===== src/rtl/cap_seq_pkg.sv =====
// Package: shared register addresses, run codes and capture states
// for the capture sequencer. Assumes a byte-wide register port.
package cap_seq_pkg;
    localparam int ADDR_W  = 8;
    localparam int BYTE_W  = 8;

    localparam logic [ADDR_W-1:0] A_RUN     = 8'h00;
    localparam logic [ADDR_W-1:0] A_MODE    = 8'h03;
    localparam logic [ADDR_W-1:0] A_TOTAL   = 8'h10;
    localparam logic [ADDR_W-1:0] A_PRE     = 8'h14;
    localparam logic [ADDR_W-1:0] A_DIV     = 8'h1E;
    localparam logic [ADDR_W-1:0] A_RES_TOT = 8'h10;
    localparam logic [ADDR_W-1:0] A_RES_PRE = 8'h14;
    localparam logic [ADDR_W-1:0] A_RES_POS = 8'h18;

    localparam logic [BYTE_W-1:0] RUN_GO   = 8'd3;
    localparam logic [BYTE_W-1:0] RUN_HALT = 8'd0;

    typedef enum logic [1:0] {
        ST_IDLE = 2'd0,
        ST_WAIT = 2'd1,
        ST_POST = 2'd2,
        ST_DONE = 2'd3
    } cap_state_t;
endpackage


===== src/rtl/cap_seq_regs.sv =====
// Register file: decodes byte writes into run pulses and configuration
// fields, and multiplexes status, mode and result bytes onto the read
// data. Assumes CNT_W and DIV_W are multiples of the byte width.
module cap_seq_regs
    import cap_seq_pkg::*;
#(
    parameter int CNT_W = 32,
    parameter int DIV_W = 16
) (
    input  logic              clk,
    input  logic              rst_n,
    input  logic              wr,
    input  logic [ADDR_W-1:0] addr,
    input  logic [BYTE_W-1:0] wdata,
    output logic              run_start,
    output logic              run_stop,
    output logic              mode_stream,
    output logic [CNT_W-1:0]  cfg_total,
    output logic [CNT_W-1:0]  cfg_pre,
    output logic [DIV_W-1:0]  cfg_div,
    input  logic [1:0]        stat_phase,
    input  logic [1:0]        stat_trig,
    input  logic [CNT_W-1:0]  res_total,
    input  logic [CNT_W-1:0]  res_pre,
    input  logic [CNT_W-1:0]  res_pos,
    output logic [BYTE_W-1:0] rdata
);
    localparam int CNT_BYTES = CNT_W / BYTE_W;
    localparam int DIV_BYTES = DIV_W / BYTE_W;

    // Run codes: only the two defined codes produce a pulse.
    assign run_start = wr && (addr == A_RUN) && (wdata == RUN_GO);
    assign run_stop  = wr && (addr == A_RUN) && (wdata == RUN_HALT);

    // Capture-mode bit store.
    always_ff @(posedge clk) begin
        if (!rst_n)
            mode_stream <= 1'b0;
        else if (wr && addr == A_MODE)
            mode_stream <= wdata[0];
    end

    // Byte lanes for the total and pre-trigger counts.
    for (genvar b = 0; b < CNT_BYTES; b++) begin : g_cnt_lane
        // Total-count lane b.
        always_ff @(posedge clk) begin
            if (!rst_n)
                cfg_total[b*BYTE_W +: BYTE_W] <= '0;
            else if (wr && addr == ADDR_W'(A_TOTAL + b))
                cfg_total[b*BYTE_W +: BYTE_W] <= wdata;
        end
        // Pre-trigger lane b; higher bytes of the field are dropped.
        always_ff @(posedge clk) begin
            if (!rst_n)
                cfg_pre[b*BYTE_W +: BYTE_W] <= '0;
            else if (wr && addr == ADDR_W'(A_PRE + b))
                cfg_pre[b*BYTE_W +: BYTE_W] <= wdata;
        end
    end

    // Byte lanes for the divisor.
    for (genvar d = 0; d < DIV_BYTES; d++) begin : g_div_lane
        // Divisor lane d.
        always_ff @(posedge clk) begin
            if (!rst_n)
                cfg_div[d*BYTE_W +: BYTE_W] <= '0;
            else if (wr && addr == ADDR_W'(A_DIV + d))
                cfg_div[d*BYTE_W +: BYTE_W] <= wdata;
        end
    end

    // Read multiplexer for status, mode and result bytes.
    always_comb begin
        rdata = '0;
        if (addr == A_RUN)
            rdata = {4'b0000, stat_trig, stat_phase};
        if (addr == A_MODE)
            rdata = {7'b0000000, mode_stream};
        for (int b = 0; b < CNT_BYTES; b++) begin
            if (addr == ADDR_W'(A_RES_TOT + b))
                rdata = res_total[b*BYTE_W +: BYTE_W];
            if (addr == ADDR_W'(A_RES_PRE + b))
                rdata = res_pre[b*BYTE_W +: BYTE_W];
            if (addr == ADDR_W'(A_RES_POS + b))
                rdata = res_pos[b*BYTE_W +: BYTE_W];
        end
    end
endmodule


===== src/rtl/cap_seq_clkdiv.sv =====
// Sample-rate divider: while enabled, produces a one-cycle strobe every
// max(div,1) base cycles. A restart pulse realigns the phase to zero.
module cap_seq_clkdiv #(
    parameter int DIV_W = 16
) (
    input  logic             clk,
    input  logic             rst_n,
    input  logic             en,
    input  logic             restart,
    input  logic [DIV_W-1:0] div,
    output logic             strobe
);
    logic [DIV_W-1:0] cnt;
    logic [DIV_W-1:0] wrap_at;

    // Last count value before wrap; a divisor of 0 behaves as 1.
    assign wrap_at = (div == '0) ? '0 : div - 1'b1;
    assign strobe  = en && (cnt == wrap_at);

    // Phase counter, held at zero while disabled or restarting.
    always_ff @(posedge clk) begin
        if (!rst_n || restart || !en)
            cnt <= '0;
        else if (cnt == wrap_at)
            cnt <= '0;
        else
            cnt <= cnt + 1'b1;
    end
endmodule


===== src/rtl/cap_seq_ctrl.sv =====
// Capture controller: run state machine plus pre-trigger, post-trigger
// and write-position counters. Assumes the configuration stays constant
// while a capture is active.
module cap_seq_ctrl
    import cap_seq_pkg::*;
#(
    parameter int CNT_W = 32
) (
    input  logic             clk,
    input  logic             rst_n,
    input  logic             start,
    input  logic             stop,
    input  logic             stream,
    input  logic [CNT_W-1:0] total,
    input  logic [CNT_W-1:0] pre,
    input  logic             strobe,
    input  logic             trig,
    output logic             active,
    output logic [1:0]       phase,
    output logic [1:0]       trig_st,
    output logic [CNT_W-1:0] pre_lim,
    output logic [CNT_W-1:0] n_pre,
    output logic [CNT_W-1:0] n_post,
    output logic [CNT_W-1:0] n_pos
);
    cap_state_t       state;
    logic [CNT_W-1:0] post_lim;
    logic             pre_take;
    logic [CNT_W-1:0] n_pre_nx;
    logic [CNT_W-1:0] remain;

    // Pre-trigger limit clamped to the total count.
    assign pre_lim  = (pre < total) ? pre : total;
    assign pre_take = strobe && (n_pre < pre_lim);
    assign n_pre_nx = n_pre + CNT_W'(pre_take);
    assign remain   = total - n_pre_nx;

    assign active  = (state == ST_WAIT) || (state == ST_POST);
    assign phase   = active ? 2'd2 : (state == ST_DONE) ? 2'd1 : 2'd0;
    assign trig_st = (state == ST_POST || state == ST_DONE) ? 2'd3 : 2'd0;

    // Run state and sample counters.
    always_ff @(posedge clk) begin
        if (!rst_n) begin
            state    <= ST_IDLE;
            n_pre    <= '0;
            n_post   <= '0;
            n_pos    <= '0;
            post_lim <= '0;
        end else if (start) begin
            n_pre    <= '0;
            n_post   <= '0;
            n_pos    <= '0;
            post_lim <= total;
            if (!stream)
                state <= ST_WAIT;
            else if (total == '0)
                state <= ST_DONE;
            else
                state <= ST_POST;
        end else if (stop) begin
            state <= ST_IDLE;
        end else begin
            case (state)
                ST_WAIT: begin
                    if (strobe)
                        n_pos <= n_pos + 1'b1;
                    n_pre <= n_pre_nx;
                    if (trig) begin
                        post_lim <= remain;
                        state    <= (remain == '0) ? ST_DONE : ST_POST;
                    end
                end
                ST_POST: begin
                    if (strobe) begin
                        n_pos  <= n_pos + 1'b1;
                        n_post <= n_post + 1'b1;
                        if (n_post + 1'b1 == post_lim)
                            state <= ST_DONE;
                    end
                end
                default: state <= state;
            endcase
        end
    end
endmodule


===== src/rtl/cap_seq_top.sv =====
// Capture sequencer top: joins the register file, the sample-rate
// divider and the capture controller. Assumes a single clock domain.
module cap_seq_top
    import cap_seq_pkg::*;
#(
    parameter int CNT_W = 32,
    parameter int DIV_W = 16
) (
    input  logic              clk,
    input  logic              rst_n,
    input  logic              reg_wr,
    input  logic [ADDR_W-1:0] reg_addr,
    input  logic [BYTE_W-1:0] reg_wdata,
    output logic [BYTE_W-1:0] reg_rdata,
    input  logic              trig_in,
    output logic              sample_en
);
    logic             run_start;
    logic             run_stop;
    logic             mode_stream;
    logic [CNT_W-1:0] cfg_total;
    logic [CNT_W-1:0] cfg_pre;
    logic [DIV_W-1:0] cfg_div;
    logic             cap_active;
    logic [1:0]       phase;
    logic [1:0]       trig_st;
    logic [CNT_W-1:0] pre_lim;
    logic [CNT_W-1:0] n_pre;
    logic [CNT_W-1:0] n_post;
    logic [CNT_W-1:0] n_pos;
    logic [CNT_W-1:0] n_stored;

    assign n_stored = n_pre + n_post;

    cap_seq_regs #(.CNT_W(CNT_W), .DIV_W(DIV_W)) i_regs (
        .clk(clk), .rst_n(rst_n), .wr(reg_wr), .addr(reg_addr),
        .wdata(reg_wdata), .run_start(run_start), .run_stop(run_stop),
        .mode_stream(mode_stream), .cfg_total(cfg_total),
        .cfg_pre(cfg_pre), .cfg_div(cfg_div), .stat_phase(phase),
        .stat_trig(trig_st), .res_total(n_stored), .res_pre(n_pre),
        .res_pos(n_pos), .rdata(reg_rdata)
    );

    cap_seq_clkdiv #(.DIV_W(DIV_W)) i_div (
        .clk(clk), .rst_n(rst_n), .en(cap_active), .restart(run_start),
        .div(cfg_div), .strobe(sample_en)
    );

    cap_seq_ctrl #(.CNT_W(CNT_W)) i_ctrl (
        .clk(clk), .rst_n(rst_n), .start(run_start), .stop(run_stop),
        .stream(mode_stream), .total(cfg_total), .pre(cfg_pre),
        .strobe(sample_en), .trig(trig_in), .active(cap_active),
        .phase(phase), .trig_st(trig_st), .pre_lim(pre_lim),
        .n_pre(n_pre), .n_post(n_post), .n_pos(n_pos)
    );
endmodule


===== config.mk =====
export PLATFORM = sky130hd
export DESIGN_NAME = cap_seq_top
export DESIGN_NICKNAME = d
export VERILOG_FILES = /design/src/rtl/cap_seq_pkg.sv /design/src/rtl/cap_seq_regs.sv /design/src/rtl/cap_seq_clkdiv.sv /design/src/rtl/cap_seq_ctrl.sv /design/src/rtl/cap_seq_top.sv
export SDC_FILE = /design/constraint.sdc
export NUM_CORES = 1
export LEC_CHECK = 0
export ABC_AREA = 1
export BUFFER_PORTS_ARGS = -buffer_cell sky130_fd_sc_hd__buf_2
export CAP_MARGIN = 20
export CELL_PAD_IN_SITES_DETAIL_PLACEMENT = 1
export CELL_PAD_IN_SITES_GLOBAL_PLACEMENT = 1
export CORE_MARGIN = 4
export CORE_UTILIZATION = 35
export DETAILED_ROUTE_END_ITERATION = 16
export GPL_TIMING_DRIVEN = 0
export PLACE_DENSITY = 0.65
export SYNTH_ARGS = -nofsm -noshare
export SYNTH_HDL_FRONTEND = slang
export SYNTH_HIERARCHICAL = 1
export SYNTH_SLANG_ARGS = --single-unit
export TNS_END_PERCENT = 100

===== constraint.sdc =====
create_clock -name clk -period 7 [get_ports clk]
set_input_delay 0.35 -clock clk [delete_from_list [all_inputs] [get_ports clk]]
set_output_delay 0.35 -clock clk [all_outputs]
set_load 0.05 [all_outputs]

# Word-level counts from Yosys, hierarchy flattened

Cells that the tools add are included.

Bitwise operators: 2
Order comparisons: 2
Mux-type cells: 32
Reductions and logical operators: 38
Equality and inequality tests: 25
Add/sub/neg operators: 7

Operators with widths:

| cell                                                | count |
|---|---|
| 2-to-1 mux 32 bit                                   | 5 |
| == test 8 x 5 -> 1 bit (second input constant)      | 14 |
| 2-to-1 mux 8 bit                                    | 12 |
| adder 32 x 1 -> 32 bit (second input constant)      | 2 |
| zero test 32 bit                                    | 2 |
| < comparator 32 bit                                 | 2 |
| adder 32 x 1 -> 32 bit                              | 1 |
| adder 32 bit                                        | 1 |
| == test 32 bit                                      | 1 |
| subtractor 32 bit                                   | 1 |
| adder 16 x 1 -> 16 bit (second input constant)      | 1 |
| == test 16 bit                                      | 1 |
| == test 8 x 2 -> 1 bit (second input constant)      | 2 |
| logical AND 1 bit                                   | 16 |
| zero test 16 bit                                    | 1 |
| zero test 8 bit                                     | 2 |
| 2-to-1 mux 16 bit                                   | 1 |
| 2-to-1 mux 2 bit                                    | 8 |
| subtractor 16 x 1 -> 16 bit (second input constant) | 1 |
| AND reduction 3 bit                                 | 3 |
| 2-to-1 mux 4 bit                                    | 2 |
| != test 4 x 3 -> 1 bit (second input constant)      | 2 |
| OR reduction 2 bit                                  | 3 |
| == test 2 bit (second input constant)               | 2 |
| other kinds (12)                                    | 20 |

Output and inout bits: 9
Logic and storage cells: 123
Input bits: 20
Flip-flop bits (word level): 227

# Logic depth before layout (Yosys ltp)

Depth in word-level cells: 17
Mapped depth: 57
Mapped depth without buffers: 56

# Modules after synthesis

The synthesis kept the hierarchy.

Modules (own cells, without submodules):

| module         | area each (um^2) | cells an instance | times used | sequential area each (um^2) |
|---|---|---|---|---|
| cap_seq_ctrl   | 11461.0          | 1826              | 1          | 2602.5 |
| cap_seq_regs   | 4026.4           | 596               | 1          | 1621.6 |
| cap_seq_top    | 2333.5           | 494               | 1          | 0.0 |
| cap_seq_clkdiv | 1692.9           | 275               | 1          | 320.3 |

# Worst setup path before layout

Ideal clock, no wire load.

Kind: reg-to-reg
From: register i_regs.cfg_div[0]
To: register i_ctrl.state[0]
Data required time: 6936 ps
Arrival time: 6522 ps
Stages on the path, launching flop included: 48
Path buffers: 0
Clock period less this slack: 6585 ps
Path slack: 415 ps
Library setup time: 64 ps
Cell sequence: dfxtp_1 inv_1 ha_1 inv_1 nor2_1 inv_1 o21ai_0 nand2_1 nand2_1 nand2_1 nand3b_1 nor2_1 nand3_1 nor3_1 inv_1 a211oi_1 o2111ai_1 a21oi_1 [12 not listed] inv_1 nor2_1 inv_1 ha_1 nand2_1 nor2_1 nand2_1 nor4_1 nand2_1 nand4_1 nand2_1 nor2_1 nand2_1 nor2_1 nand3_1 a21oi_1 nor2_1 nor2_1

Word-level cells in the longest chain between the ends: 13
Elaborated cells between the ends (all ways): 16
Those cells by class: add/sub: 3; eq/ne: 2; mux: 6; reduce/logical: 5

Ends and longest elaborated chain:

| what                                                            | RTL line             | text |
|---|---|---|
| start, declared                                                 | cap_seq_regs.sv:20   | `output logic [DIV_W-1:0] cfg_div,` |
| start signal, assigned by index                                 | cap_seq_regs.sv:68   | `cfg_div[d*BYTE_W +: BYTE_W] <= wdata;` |
| subtractor 16 x 1 -> 16 bit or zero test 16 bit (tied branches) | cap_seq_clkdiv.sv:17 | `assign wrap_at = (div == '0) ? '0 : div - 1'b1;` |
| 2-to-1 mux 16 bit *                                             | cap_seq_clkdiv.sv:17 |  |
| == test 16 bit *                                                | cap_seq_clkdiv.sv:18 | `assign strobe = en && (cnt == wrap_at);` |
| logical AND 1 bit *                                             | cap_seq_clkdiv.sv:18 |  |
| net sample_en                                                   | cap_seq_top.sv:16    | `output logic sample_en` |
| logical AND 1 bit                                               | cap_seq_ctrl.sv:34   | `assign pre_take = strobe && (n_pre < pre_lim);` |
| adder 32 x 1 -> 32 bit                                          | cap_seq_ctrl.sv:35   | `assign n_pre_nx = n_pre + CNT_W'(pre_take);` |
| subtractor 32 bit                                               | cap_seq_ctrl.sv:36   | `assign remain = total - n_pre_nx;` |
| zero test 32 bit                                                | cap_seq_ctrl.sv:71   | `state <= (remain == '0) ? ST_DONE : ST_POST;` |
| 2-to-1 mux 1 bit                                                | cap_seq_ctrl.sv:71   |  |
| 2-to-1 mux 2 bit                                                | cap_seq_ctrl.sv:69   | `if (trig) begin` |
| case mux 2 bit (2 select lines)                                 | cap_seq_ctrl.sv:64   | `case (state)` |
| 2-to-1 mux 2 bit                                                | cap_seq_ctrl.sv:61   | `end else if (stop) begin` |
| 2-to-1 mux 2 bit                                                | cap_seq_ctrl.sv:50   | `end else if (start) begin` |
| end signal, assigned                                            | cap_seq_ctrl.sv:71   |  |
| end signal, assigned                                            | cap_seq_ctrl.sv:82   | `default: state <= state;` |
| end, declared                                                   | cap_seq_ctrl.sv:26   | `cap_state_t state;` |

Mark *: on every way through the listed nets, which the timed path passes. The rest lies on a longest branch. The select of a mux whose other input is x is not followed.
A chain may end at the register's enable or synchronous reset.

# Worst setup path after layout

From: register i_regs.cfg_total[23]
To: register i_ctrl.state[0]

Word-level cells in the longest chain between the ends: 12
Elaborated cells between the ends (all ways): 15
Those cells by class: add/sub: 2; order compare: 2; mux: 8; reduce/logical: 3

Ends and longest elaborated chain:

| what                            | RTL line           | text |
|---|---|---|
| start, declared                 | cap_seq_regs.sv:18 | `output logic [CNT_W-1:0] cfg_total,` |
| start signal, assigned by index | cap_seq_regs.sv:50 | `cfg_total[b*BYTE_W +: BYTE_W] <= wdata;` |
| < comparator 32 bit             | cap_seq_ctrl.sv:33 | `assign pre_lim = (pre < total) ? pre : total;` |
| 2-to-1 mux 32 bit               | cap_seq_ctrl.sv:33 |  |
| net pre_lim[17]                 | cap_seq_top.sv:27  | `logic [CNT_W-1:0] pre_lim;` |
| < comparator 32 bit             | cap_seq_ctrl.sv:34 |  |
| logical AND 1 bit               | cap_seq_ctrl.sv:34 |  |
| adder 32 x 1 -> 32 bit          | cap_seq_ctrl.sv:35 |  |
| subtractor 32 bit               | cap_seq_ctrl.sv:36 |  |
| zero test 32 bit                | cap_seq_ctrl.sv:71 |  |
| 2-to-1 mux 1 bit                | cap_seq_ctrl.sv:71 |  |
| 2-to-1 mux 2 bit                | cap_seq_ctrl.sv:69 |  |
| case mux 2 bit (2 select lines) | cap_seq_ctrl.sv:64 |  |
| 2-to-1 mux 2 bit                | cap_seq_ctrl.sv:61 |  |
| 2-to-1 mux 2 bit                | cap_seq_ctrl.sv:50 |  |

The timed path passes the listed nets, and every way through them passes these cells. The select of a mux whose other input is x is not followed.

==> tab_implementation.tex <==
\begin{tabular}{lr}
\hline
Metric & Value \\
\hline
\multicolumn{2}{l}{\textbf{Timing}} \\
\quad Min setup slack post-route & -0.138 ns \\
\quad Unrepaired setup endpoints after global routing & yes \\
\quad Pin slew with the least headroom to its limit & 1.27 ns \\
\quad Clock period minus final worst setup slack & 7.14 ns \\
\quad Final hold violation count & 0 \\
\quad Final count of pins violating max slew & 0 \\
\quad Clock Skews & 0.0370 ns \\
\quad Final setup violation count & 2 \\
\quad Post-route clock period utilization & 1.02 \\
\quad Slew HR & 0.144 \\
\quad Achievable frequency & 140 MHz \\
\multicolumn{2}{l}{\textbf{Finish}} \\
\quad Utilization after layout & 0.424 \\
\quad Area growth syn-to-layout & 20.1\% \\
\quad Number of nets at the end of the flow & 3444 \\
\quad Final cell count without fillers & 4061 \\
\quad Proportion of layout cells with a drive suffix above 1 & 0.145 \\
\multicolumn{2}{l}{\textbf{Floorplanning}} \\
\quad Area of the die & 59300 um2 \\
\quad Number of core rows & 86 \\
\quad Core box area & 55000 um2 \\
\quad I/O pin count & 29 \\
\quad Vert. Die Dim & 243 um \\
\quad Die Span X & 243 um \\
\quad Starting density of the core & 0.353 \\
\multicolumn{2}{l}{\textbf{Place}} \\
\quad Placed Cells incl. Taps & 3931 \\
\quad Final weighted congestion in routability-driven placement & 0.947 \\
\quad Input/output buffers & 21 \\
\quad Hpwl dp & 69.9 mm \\
\multicolumn{2}{l}{\textbf{Setup path}} \\
\quad Highest net fanout along the worst path & 6 \\
\quad Max incr delay on CP & 0.41 ns \\
\quad Critical Path Most Common Cell & sky130\_fd\_sc\_hd\_\_nand2\_1 \\
\quad Worst setup path start & i\_regs/cfg\_total[23]\$\_SDFFE\_PN0P\_ \\
\quad Buffering stage count on the worst path with inverters included & 6 \\
\quad CP delay by family, top & simple AND/OR/NAND/NOR gates \\
\quad Register-to-register setup slack & -0.14 ns \\
\quad Critical path class & flip-flop to flip-flop \\
\quad Required time reported for the critical path endpoint & 7.53 ns \\
\quad Kind of capture point of the worst setup path & flip-flop \\
\quad Source of the worst register-to-register timing path & i\_regs/cfg\_total[23]\$\_SDFFE\_PN0P\_ \\
\quad Nature of the critical path startpoint & flip-flop \\
\quad Standard cell with the maximum stage delay on the critical path & sky130\_fd\_sc\_hd\_\_nor4\_4 \\
\quad Signal arrival time at the worst endpoint & 7.67 ns \\
\multicolumn{2}{l}{\textbf{CTS}} \\
\quad CTS buffer count & 30 \\
\quad Hold-fix buffer count after cts & 0 \\
\quad CTS Sinks & 227 \\
\quad Buffer depth of the longest clock path & 3 \\
\quad TritonCTS clock tree & yes \\
\quad Cell at the root of the clock tree & sky130\_fd\_sc\_hd\_\_clkbuf\_16 \\
\quad Level count of the clock H-tree & 1 \\
\quad Insertion delay to the later sink of the worst-skew pair & 0.62 ns \\
\quad CTS clock-pin slew for the worst setup and hold paths & 0.06 ns \\
\multicolumn{2}{l}{\textbf{Route}} \\
\quad First-pass iteration count of the detailed router & 5 \\
\quad Vias after detailed routing & 21800 \\
\quad WL per Instance & 21.6 um \\
\quad Aggregate routed wire length & 87.8 mm \\
\quad Remaining DRCs & 0 \\
\quad Iteration-0 DRC Markers & 1267 \\
\quad Routed via count divided by cell count & 5.38 \\
\quad Remaining antenna violation count after routing & 0 \\
\multicolumn{2}{l}{\textbf{Global routing}} \\
\quad Largest net degree at the start of global routing & 17 \\
\quad Grt total ovfl & 0 \\
\quad Number of global-route vias before repair & 22500 \\
\quad Wire length of the first global-routing pass & 133 mm \\
\quad Overall fraction of global-route tracks in use & 0.287 \\
\quad Number of antenna violations at the first check in global routing & 0 \\
\multicolumn{2}{l}{\textbf{Job}} \\
\quad Max-capacitance violation count & 0 \\
\multicolumn{2}{l}{\textbf{Power and ir drop}} \\
\quad Maximum vdd ir drop & 239 uV \\
\quad Reported leakage power & 10.5 nW \\
\quad Power density of the placed cells & 286 nW/um2 \\
\multicolumn{2}{l}{\textbf{Status}} \\
\quad Run status & finished, violations left \\
\quad Violations in the final reports & negative setup slack \\
\multicolumn{2}{l}{\textbf{Logic synthesis}} \\
\quad Total nets after synthesis & 3317 \\
\quad Synth warn & 6 \\
\quad Synthesized area & 19400 um2 \\
\quad Count of mapped cells out of synthesis & 3162 \\
\quad Average size of a mapped cell & 6.14 um2 \\
\multicolumn{2}{l}{\textbf{Worst hold path}} \\
\quad Min-delay worst type & input port to flip-flop \\
\quad Launch point of the worst hold path & reg\_wdata[2] \\
\hline
\end{tabular}
==> layer usage <==
metal	vias to the layer above	GRT usage	routed length, um
li1	10500	-	-
met1	10700	0.373	38600
met2	491	0.498	41300
met3	153	0.0274	4220
met4	0	0.0996	3730
met5	-	0	0
==> state kept, by name, indices dropped and copies added (netlist names) <==
signal              flops
i_regs/cfg_pre         32
i_ctrl/n_pre           32
i_regs/cfg_total       32
i_ctrl/state            2
i_ctrl/n_pos           32
i_ctrl/post_lim        32
i_ctrl/n_post          32
i_div/cnt              16
i_regs/mode_stream      1
i_regs/cfg_div         16
==> per-stage QoR <==
stage / TNS (ns) / area [um2] / setup slack, ns / total power, mW / hold WS, ns
global route: -0.565 / 23300 / -0.301 / 7.06 / 0.131
detailed placement: -15.65 / 20400 / -1.42 / 4.54 / 0.462
CTS: -0.0152 / 22800 / -0.0152 / 6.48 / 0.0973
global placement: -17.36 / 20400 / -1.46 / 4.48 / 0.455
finish: -0.169 / 23300 / -0.138 / 6.67 / 0.132
floorplan: 0 / 19400 / 0.415 / 3.50 / 0.437
==> layout make-up <==
cell class / count / area (um2)
clock inverters: 13 / 179
plain buffers: 76 / 433
fillers: 7260 / 31700
flip-flops and latches: 227 / 4670
inverters: 458 / 1730
well taps: 748 / 936
clock buffers: 42 / 866
repair buffers: 96 / 709
multi-input cells: 2400 / 13800
diodes: 1 / 2.50
==> final timing paths <==
kind                                           to  cells past startpoint
setup / recovery     i_ctrl/state[0]$_SDFFE_PN0P_                     44
hold / removal    i_regs/cfg_pre[10]$_SDFFE_PN0P_                      3
setup reg to reg     i_ctrl/state[0]$_SDFFE_PN0P_                     44
hold reg to reg   i_ctrl/post_lim[1]$_SDFFE_PN0P_                      2
==> power breakdown <==
group | switching, mW | internal (mW)
Clock | 0.661 | 0.975
Sequential | 0.377 | 1.40
Combinational | 2.11 | 1.15
Total | 3.14 | 3.52
==> timing repair <==
action / in CTS / in global routing
buffers inserted: 58 / 17
pin swaps: 61 / 63
endpoints found under the setup margin: 24 / 17
cloned: 1 / 0
gates resized for setup: 232 / 89
==> tightest hold or removal path, cell delays in order <==
cell and delay [ns]:
sky130_fd_sc_hd__buf_2 0.18, sky130_fd_sc_hd__nand3_1 0.11, sky130_fd_sc_hd__a21oi_1 0.06
==> layout by cell type, fill, tap and decap left out, drive strengths merged, types with 25 or more instances in the layout <==
master / count
a31oi: 32
nor4: 32
or2: 25
nand3: 175
buf: 119
o21ai: 190
xnor2: 29
clkbuf: 95
ha: 133
dfxtp: 227
nor2: 305
a21oi: 256
inv: 456
nand4: 63
nand2: 945
nor3: 65
xor2: 78
No activity file was read; power rests on OpenSTA's default activity.
